File: config.mk
export PLATFORM = sky130hd
export DESIGN_NAME = wsd_walk_setup
export DESIGN_NICKNAME = d
export VERILOG_FILES = /design/src/rtl/wsd_pkg.sv /design/src/rtl/wsd_region_pick.sv /design/src/rtl/wsd_level_calc.sv /design/src/rtl/wsd_limit_check.sv /design/src/rtl/wsd_walk_setup.sv
export SDC_FILE = /design/constraint.sdc
export NUM_CORES = 1
export LEC_CHECK = 0
export BUFFER_PORTS_ARGS = -buffer_cell sky130_fd_sc_hd__buf_2
export CORE_AREA = 2 2 98 100
export CTS_CLUSTER_SIZE = 40
export DETAILED_ROUTE_END_ITERATION = 12
export DIE_AREA = 0 0 100 102
export GPL_ROUTABILITY_DRIVEN = 0
export PLACE_DENSITY = 0.75
export SLEW_MARGIN = 20
export SYNTH_ARGS = -nofsm -noshare
export SYNTH_HDL_FRONTEND = slang
export SYNTH_SLANG_ARGS = --single-unit
File: constraint.sdc
create_clock -name clk -period 1.3 [get_ports clk]
set_input_delay 0.195 -clock clk [delete_from_list [all_inputs] [get_ports clk]]
set_output_delay 0.195 -clock clk [all_outputs]
set_load 0.03 [all_outputs]
File: src/rtl/wsd_pkg.sv
package wsd_pkg;

   localparam int CTRL_W   = 32;
   localparam int F_SZ_W   = 6;
   localparam int F_SZ_LO  = 0;
   localparam int F_SZ_HI  = 8;
   localparam int F_GR_LO  = 16;
   localparam int F_GR_HI  = 18;
   localparam int F_OFF_LO = 20;
   localparam int F_OFF_HI = 21;
   localparam int F_TAG_LO = 22;
   localparam int F_TAG_HI = 23;
   localparam int F_PS     = 24;
   localparam int F_PS_W   = 3;
   localparam int SIZE_W   = 7;

   typedef enum logic [1:0] {
      GR_4K  = 2'd0,
      GR_16K = 2'd1,
      GR_64K = 2'd2
   } gran_e;

   typedef enum logic [1:0] {
      FC_NONE = 2'd0,
      FC_SIZE = 2'd1,
      FC_OFF  = 2'd2,
      FC_BASE = 2'd3
   } cause_e;

   // low-region granule code: 1 -> 64K, 2 -> 16K, others -> 4K
   function automatic gran_e dec_gran_lo(input logic [1:0] code);
      case (code)
         2'd1:    return GR_64K;
         2'd2:    return GR_16K;
         default: return GR_4K;
      endcase
   endfunction

   // high-region granule code: 1 -> 16K, 3 -> 64K, others -> 4K
   function automatic gran_e dec_gran_hi(input logic [1:0] code);
      case (code)
         2'd1:    return GR_16K;
         2'd3:    return GR_64K;
         default: return GR_4K;
      endcase
   endfunction

   function automatic logic [4:0] grain_shift(input gran_e g);
      case (g)
         GR_16K:  return 5'd14;
         GR_64K:  return 5'd16;
         default: return 5'd12;
      endcase
   endfunction

   function automatic logic [SIZE_W-1:0] phys_bits(input logic [F_PS_W-1:0] code);
      case (code)
         3'd0:    return 7'd32;
         3'd1:    return 7'd36;
         3'd2:    return 7'd40;
         3'd3:    return 7'd42;
         3'd4:    return 7'd44;
         3'd5:    return 7'd48;
         3'd6:    return 7'd52;
         default: return 7'd48;
      endcase
   endfunction

endpackage

File: src/rtl/wsd_region_pick.sv
module wsd_region_pick
   import wsd_pkg::*;
#(
   parameter int VA_W        = 64,
   parameter int TAG_BIT     = 55,
   parameter int NARROW_W    = 32,
   parameter int NARROW_SZ_W = 3,
   parameter bit HAS_NARROW  = 1'b1
) (
   input  logic [CTRL_W-1:0] ctrl,
   input  logic [VA_W-1:0]   va,
   input  logic              mode64,
   output logic              sel_hi,
   output gran_e             gran,
   output logic [SIZE_W-1:0] in_size,
   output logic              no_walk
);
   localparam int VA_TOP = VA_W - 1;

   logic [F_SZ_W-1:0] sz_lo, sz_hi;
   assign sz_lo = ctrl[F_SZ_LO +: F_SZ_W];
   assign sz_hi = ctrl[F_SZ_HI +: F_SZ_W];

   // wide regime
   logic              w_tag_en, w_sel, w_off;
   gran_e             w_gran;
   logic [SIZE_W-1:0] w_in;

   always_comb begin
      w_tag_en = va[TAG_BIT] ? ctrl[F_TAG_HI] : ctrl[F_TAG_LO];
      w_sel    = w_tag_en ? va[TAG_BIT] : va[VA_TOP];
      w_gran   = w_sel ? dec_gran_hi(ctrl[F_GR_HI +: 2]) : dec_gran_lo(ctrl[F_GR_LO +: 2]);
      w_in     = SIZE_W'(VA_W) - SIZE_W'(w_sel ? sz_hi : sz_lo);
      w_off    = w_sel ? ctrl[F_OFF_HI] : ctrl[F_OFF_LO];
   end

   // narrow regime
   logic              n_sel, n_off;
   logic [SIZE_W-1:0] n_in;

   generate
      if (HAS_NARROW) begin : g_narrow
         logic [NARROW_SZ_W-1:0] s0, s1;
         logic [NARROW_W-1:0]    nva;
         logic                   lo_hit, hi_hit;

         always_comb begin
            s0     = sz_lo[NARROW_SZ_W-1:0];
            s1     = sz_hi[NARROW_SZ_W-1:0];
            nva    = va[NARROW_W-1:0];
            lo_hit = (s0 == '0) || ((nva >> (NARROW_W - int'(s0))) == '0);
            hi_hit = ((s1 != '0) && (((~nva) >> (NARROW_W - int'(s1))) == '0)) ||
                     ((s1 == '0) && !lo_hit);
            n_sel  = hi_hit;
            n_in   = SIZE_W'(NARROW_W) - SIZE_W'(hi_hit ? s1 : s0);
            if (hi_hit)      n_off = ctrl[F_OFF_HI];
            else if (lo_hit) n_off = ctrl[F_OFF_LO];
            else             n_off = 1'b1;
         end
      end else begin : g_no_narrow
         assign n_sel = 1'b0;
         assign n_in  = SIZE_W'(NARROW_W);
         assign n_off = 1'b1;
      end
   endgenerate

   always_comb begin
      if (mode64) begin
         sel_hi  = w_sel;
         gran    = w_gran;
         in_size = w_in;
         no_walk = w_off;
      end else begin
         sel_hi  = n_sel;
         gran    = GR_4K;
         in_size = n_in;
         no_walk = n_off;
      end
   end

   generate
      if (TAG_BIT >= VA_W) begin : g_bad_tag
         $error("tag bit must lie inside the address");
      end
      if (NARROW_W >= VA_W || (1 << NARROW_SZ_W) > NARROW_W) begin : g_bad_narrow
         $error("narrow regime widths inconsistent");
      end
   endgenerate

endmodule

File: src/rtl/wsd_level_calc.sv
module wsd_level_calc
   import wsd_pkg::*;
#(
   parameter int LEVELS = 4,
   parameter int LVL_W  = 2
) (
   input  gran_e             gran,
   input  logic [SIZE_W-1:0] in_size,
   output logic [LVL_W-1:0]  level
);
   localparam int SW  = SIZE_W + 2;
   localparam int QW  = $clog2(LEVELS + 1);

   logic signed [SW-1:0] span, stride;
   logic [LEVELS-1:0]    past;
   logic [QW-1:0]        steps;

   always_comb begin
      span   = $signed({2'b00, in_size}) - $signed(SW'(grain_shift(gran)));
      stride = $signed(SW'(grain_shift(gran))) - $signed(SW'(3));
   end

   // ceil(span/stride) for 0 < span <= LEVELS*stride counts the thresholds passed
   generate
      for (genvar k = 0; k < LEVELS; k++) begin : g_thr
         assign past[k] = span > ($signed(SW'(k)) * stride);
      end
   endgenerate

   always_comb begin
      steps = '0;
      for (int k = 0; k < LEVELS; k++) steps = steps + QW'(past[k]);
      if (steps == '0) level = LVL_W'(LEVELS - 1);
      else             level = LVL_W'(LEVELS - int'(steps));
   end

   generate
      if ((1 << LVL_W) < LEVELS) begin : g_bad_lvl
         $error("level width too small");
      end
   endgenerate

endmodule

File: src/rtl/wsd_limit_check.sv
module wsd_limit_check
   import wsd_pkg::*;
#(
   parameter int VA_W        = 64,
   parameter int PA_MAX      = 48,
   parameter int MIN_IN      = 25,
   parameter int NARROW_OUT  = 40,
   parameter int PS_MAX_CODE = 5
) (
   input  logic              mode64,
   input  logic [F_PS_W-1:0] ps_code,
   input  logic [VA_W-1:0]   base,
   input  logic [SIZE_W-1:0] in_size,
   input  logic              no_walk,
   output logic [SIZE_W-1:0] out_size,
   output cause_e            cause
);
   logic              in_bad, ps_bad;
   logic [PA_MAX-1:0] over;

   assign out_size = mode64 ? phys_bits(ps_code) : SIZE_W'(NARROW_OUT);
   assign in_bad   = mode64 && ((in_size > SIZE_W'(PA_MAX)) || (in_size < SIZE_W'(MIN_IN)));
   assign ps_bad   = mode64 && (ps_code > F_PS_W'(PS_MAX_CODE));

   generate
      for (genvar i = 0; i < PA_MAX; i++) begin : g_over
         assign over[i] = base[i] && (SIZE_W'(i) >= out_size);
      end
   endgenerate

   always_comb begin
      if (in_bad)                                         cause = FC_SIZE;
      else if (no_walk)                                   cause = FC_OFF;
      else if (ps_bad)                                    cause = FC_SIZE;
      else if ((out_size < SIZE_W'(PA_MAX)) && |over)     cause = FC_BASE;
      else                                                cause = FC_NONE;
   end

   generate
      if (phys_bits(F_PS_W'(PS_MAX_CODE)) != SIZE_W'(PA_MAX)) begin : g_bad_ps
         $error("largest supported physical code must give PA_MAX");
      end
      if (PA_MAX > VA_W || MIN_IN >= PA_MAX) begin : g_bad_pa
         $error("address size limits inconsistent");
      end
   endgenerate

endmodule

File: src/rtl/wsd_walk_setup.sv
module wsd_walk_setup
   import wsd_pkg::*;
#(
   parameter int VA_W        = 64,
   parameter int TAG_BIT     = 55,
   parameter int PA_MAX      = 48,
   parameter int MIN_IN      = 25,
   parameter int NARROW_W    = 32,
   parameter int NARROW_SZ_W = 3,
   parameter int NARROW_OUT  = 40,
   parameter bit HAS_NARROW  = 1'b1,
   parameter int LEVELS      = 4
) (
   input  logic              clk,
   input  logic              rst_n,
   input  logic              in_valid,
   output logic              in_ready,
   input  logic [CTRL_W-1:0] in_ctrl,
   input  logic [VA_W-1:0]   in_base_lo,
   input  logic [VA_W-1:0]   in_base_hi,
   input  logic              in_mode64,
   input  logic [VA_W-1:0]   in_va,
   output logic              out_valid,
   input  logic              out_ready,
   output logic              out_sel_hi,
   output logic [1:0]        out_gran,
   output logic [SIZE_W-1:0] out_in_size,
   output logic [1:0]        out_level,
   output logic [SIZE_W-1:0] out_out_size,
   output logic              out_fault,
   output logic [1:0]        out_cause
);
   localparam int LVL_W = $clog2(LEVELS);

   logic              c_sel_hi, c_no_walk;
   gran_e             c_gran;
   logic [SIZE_W-1:0] c_in_size, c_out_size;
   logic [LVL_W-1:0]  c_level;
   cause_e            c_cause;
   logic [VA_W-1:0]   c_base;

   wsd_region_pick #(
      .VA_W(VA_W), .TAG_BIT(TAG_BIT), .NARROW_W(NARROW_W),
      .NARROW_SZ_W(NARROW_SZ_W), .HAS_NARROW(HAS_NARROW)
   ) u_pick (
      .ctrl(in_ctrl), .va(in_va), .mode64(in_mode64),
      .sel_hi(c_sel_hi), .gran(c_gran), .in_size(c_in_size), .no_walk(c_no_walk)
   );

   wsd_level_calc #(.LEVELS(LEVELS), .LVL_W(LVL_W)) u_lvl (
      .gran(c_gran), .in_size(c_in_size), .level(c_level)
   );

   assign c_base = c_sel_hi ? in_base_hi : in_base_lo;

   wsd_limit_check #(
      .VA_W(VA_W), .PA_MAX(PA_MAX), .MIN_IN(MIN_IN), .NARROW_OUT(NARROW_OUT)
   ) u_lim (
      .mode64(in_mode64), .ps_code(in_ctrl[F_PS +: F_PS_W]), .base(c_base),
      .in_size(c_in_size), .no_walk(c_no_walk),
      .out_size(c_out_size), .cause(c_cause)
   );

   logic take;
   assign in_ready = !out_valid || out_ready;
   assign take     = in_valid && in_ready;

   always_ff @(posedge clk or negedge rst_n) begin
      if (!rst_n) begin
         out_valid    <= 1'b0;
         out_sel_hi   <= 1'b0;
         out_gran     <= 2'd0;
         out_in_size  <= '0;
         out_level    <= '0;
         out_out_size <= '0;
         out_fault    <= 1'b0;
         out_cause    <= 2'd0;
      end else begin
         if (take) begin
            out_valid    <= 1'b1;
            out_sel_hi   <= c_sel_hi;
            out_gran     <= c_gran;
            out_in_size  <= c_in_size;
            out_level    <= 2'(c_level);
            out_out_size <= c_out_size;
            out_fault    <= (c_cause != FC_NONE);
            out_cause    <= c_cause;
         end else if (out_ready) begin
            out_valid    <= 1'b0;
         end
      end
   end

   generate
      if (VA_W != 64 || LEVELS != 4) begin : g_bad_top
         $error("walk setup supports a 64-bit address and four levels");
      end
   endgenerate

   a_r11_hold: assert property (@(posedge clk) disable iff (!rst_n)
      (out_valid && !out_ready) |=> (out_valid &&
         $stable({out_sel_hi, out_gran, out_in_size, out_level, out_out_size, out_fault, out_cause})));

   a_r2_narrow_gran: assert property (@(posedge clk) disable iff (!rst_n)
      (take && !in_mode64) |=> (out_gran == 2'd0));

   a_r8_narrow_osize: assert property (@(posedge clk) disable iff (!rst_n)
      (take && !in_mode64) |=> (out_out_size == SIZE_W'(NARROW_OUT)));

   a_r4_insize_window: assert property (@(posedge clk) disable iff (!rst_n)
      (out_valid && !out_fault) |-> ((out_in_size >= SIZE_W'(MIN_IN)) && (out_in_size <= SIZE_W'(PA_MAX))));

   a_r7_big_grain_level: assert property (@(posedge clk) disable iff (!rst_n)
      (out_valid && !out_fault && out_gran == 2'd2) |-> (out_level != 2'd0));

endmodule

==> results.json <==
{
  "maxCapViolCount": 0,
  "fin_nets": 828,
  "drt_pass1_iterations": 5,
  "initial_core_util": 0.295,
  "total_power_mw": 5.05,
  "final_area_um2": 5050,
  "clock-sinks": 21,
  "coreArea_um2": 9110,
  "fp-row-count": 35,
  "synth.ff_latch_count": 21,
  "grt_pass1_wl_um": 18400,
  "antenna_left": 0,
  "clkTransAtPathRegs_ns": 0.09,
  "cpLargestDelayFamily": "adder cells",
  "fmax_mhz": 195,
  "synth_cells": 341,
  "wl_per_cell_um": 17.3,
  "grt_overflow": 0,
  "fillers": 759,
  "place_hpwl_um": 8860,
  "crit_path_max_incr_delay_ns": 0.44,
  "worstSetupPathType": "input port to flop",
  "dp.cells": 648,
  "drc": 0,
  "area_growth_pct": 87.7,
  "leakage_nw": 2.34,
  "pin_count": 253,
  "cp.required_ns": 1.50,
  "rsz0062_at_grt": "true",
  "max_slew_margin": 0.662,
  "crit_buf_inv": 7,
  "grt_max_degree": 22,
  "violations": "setup timing",
  "slew_violations": 0,
  "die_h_um": 102,
  "seqCellArea_um2": 527,
  "worstSetupEndpointType": "flop",
  "crit_fanout": 4,
  "cts_tree": "yes",
  "setup_viol": 13,
  "clock_path_buffers": 2,
  "cts-root-buf": "clkbuf_8",
  "port_buffers": 91,
  "synth_ff_type": "dfrtp_1",
  "synth.yosys.seq_area_share": 0.195,
  "drt_iter0_markers": 180,
  "grt_antenna_before_repair": 0,
  "synth_cell_types": 60,
  "worst_ep_arrival_time_ns": 5.34,
  "worst_slew_pin_slew_ns": 0.507,
  "irDropWorstVdd_mv": 0.464,
  "final_hold_viol_count": 0,
  "h-tree-depth": 1,
  "synth-edff-count": 0,
  "crit_path_start_kind": "input port",
  "diodes": 0,
  "grt_usage": 0.225,
  "fin_cells": 673,
  "p_per_area_nw_per_um2": 1000,
  "worst_slack_ns": -3.83,
  "via_per_inst": 5.37,
  "die_w_um": 100,
  "finalCriticalPeriod_ns": 5.13,
  "pre_cts_slack_ns": -4.39,
  "die-area_um2": 10200,
  "route.vias.total": 3617,
  "final_core_util": 0.554,
  "finalCritPeriodShare": 3.95,
  "drive_gt1_frac": 0.582,
  "dpl_cell_area_um2": 4360,
  "fin_skew_ns": 0.00228,
  "numCtsBuffers": 3,
  "syn-cell-area_um2": 2690,
  "yosys_warnings": 0,
  "grt_pass1_vias": 3839,
  "clk_latency_ns": 0.27,
  "ys_async_sr_fraction": 1.00,
  "syn_area_per_cell_um2": 7.89,
  "slowest_stage": "or3_4",
  "multi_input_area_um2": 2630,
  "status": "finished, violations left",
  "drt_wl_total_um": 11600,
  "hold_class": "input port to flop"
}
==> state kept, by name (all words and copies together) (netlist names) <==
signal        count
out_in_size       7
out_out_size      5
out_cause         2
out_gran          2
out_level         2
out_fault         1
out_sel_hi        1
out_valid         1
==> final cells by class <==
type / instances / area share
tap: 111 / 0.0275
sequential: 21 / 0.104
clock buffer: 3 / 0.00818
timing repair buffer: 222 / 0.316
inverter: 25 / 0.0216
multi-input combinational: 290 / 0.521
clock inverter: 1 / 0.00149
==> cells in the mapped netlist (6+ instances only) <==
cell type	number	area, um^2
a21o_1	8	60.1
a21oi_1	14	70.1
a31oi_1	7	43.8
clkbuf_1	6	22.5
dfrtp_1	21	526
ha_1	34	425
inv_1	25	93.8
nand2_1	37	139
nand3_1	10	50.1
nor2_1	20	75.1
nor3_1	7	35.0
nor4_1	9	56.3
o21ai_0	32	160
or4_1	6	45.0
xor2_1	6	52.6
==> layer usage <==
layer | up-vias | wire length, um | GRT usage
met5 | - | 0 | 0
met4 | 0 | 427 | 0.0906
met3 | 39 | 667 | 0.0349
met2 | 158 | 5870 | 0.406
met1 | 1719 | 4670 | 0.269
li1 | 1701 | - | -
==> kinds of logic (layout without fill, tap and decap cells) <==
| logic type | after synthesis | count (layout) | synth area share |
|---|---|---|---|
| multiplexers | 7 | 7 | 0.0275 |
| buffers and inverters | 35 | 251 | 0.0572 |
| AO/OA/AOI/OAI | 106 | 106 | 0.268 |
| other | 2 | 7 | 0.00279 |
| adder cells (fa/ha/maj) | 36 | 36 | 0.173 |
| XOR/XNOR | 8 | 8 | 0.0261 |
| flip-flops | 21 | 21 | 0.195 |
| AND/OR/NAND/NOR | 126 | 126 | 0.250 |
==> what timing repair did <==
action / in CTS / in global routing
hold buffers: 1 / 0
resized for setup: 69 / 44
buffers inserted: 13 / 9
pin swaps: 21 / 25
hold endpoints to repair: 21 / 0
endpoints found under the setup margin: 16 / 15
==> layout by cell type, fill, tap and decap left out, types with 4 or more instances in the layout <==
master and count:
buf_4 110, buf_2 83, nand2_1 32, buf_6 22, ha_1 20, dfrtp_1 20, o21ai_0 18, nor2_1 16
ha_4 13, inv_1 12, nand3_1 9, o21ai_2 8, a21oi_1 8, a21o_1 8, inv_2 8, o21ai_1 8
nor4_1 8, conb_1 7, a21oi_2 5, nor2b_1 5, or4_1 5, buf_8 5, nor2_4 4, inv_4 4
nor3_1 4, a211o_1 4, a31oi_1 4
==> per-stage QoR <==
stage          hold slack (ns)  TNS (ns)
2_1_floorplan           -0.101    -18.22
3_5_place_dp             0.193    -24.33
5_1_grt                  0.149    -21.10
6_report                 0.155    -19.82
4_1_cts                  0.145    -18.82
3_3_place_gp             0.186    -22.96
==> worst register-to-register path: cells and delay by family, from the launching register on <==
| family | cells | cell delay (ns) |
|---|---|---|
| simple gates | 4 | 0.50 |
| compound gates | 2 | 0.46 |
| flops | 1 | 0.44 |
==> worst paths after layout <==
kind,end,slack (ns),start,cells past startpoint
max,out_level[1],-3.83,in_ctrl[10],30
min,out_valid,0.15,in_valid,2
max reg2reg,out_fault,-0.21,out_valid,6
min reg2reg,out_gran[0],0.48,out_gran[0],2
max in group asynchronous,out_valid,0.50,rst_n,2
min in group asynchronous,out_in_size[1],0.43,rst_n,2
==> report_power, final <==
part           internal, mW  switching, mW  leakage [nW]
sequential            0.769         0.0774         0.247
clock                 0.218          0.264        0.0217
combinational          1.84           1.88          2.07
total                  2.82           2.23          2.34
Power figures use the tool's default switching activity.
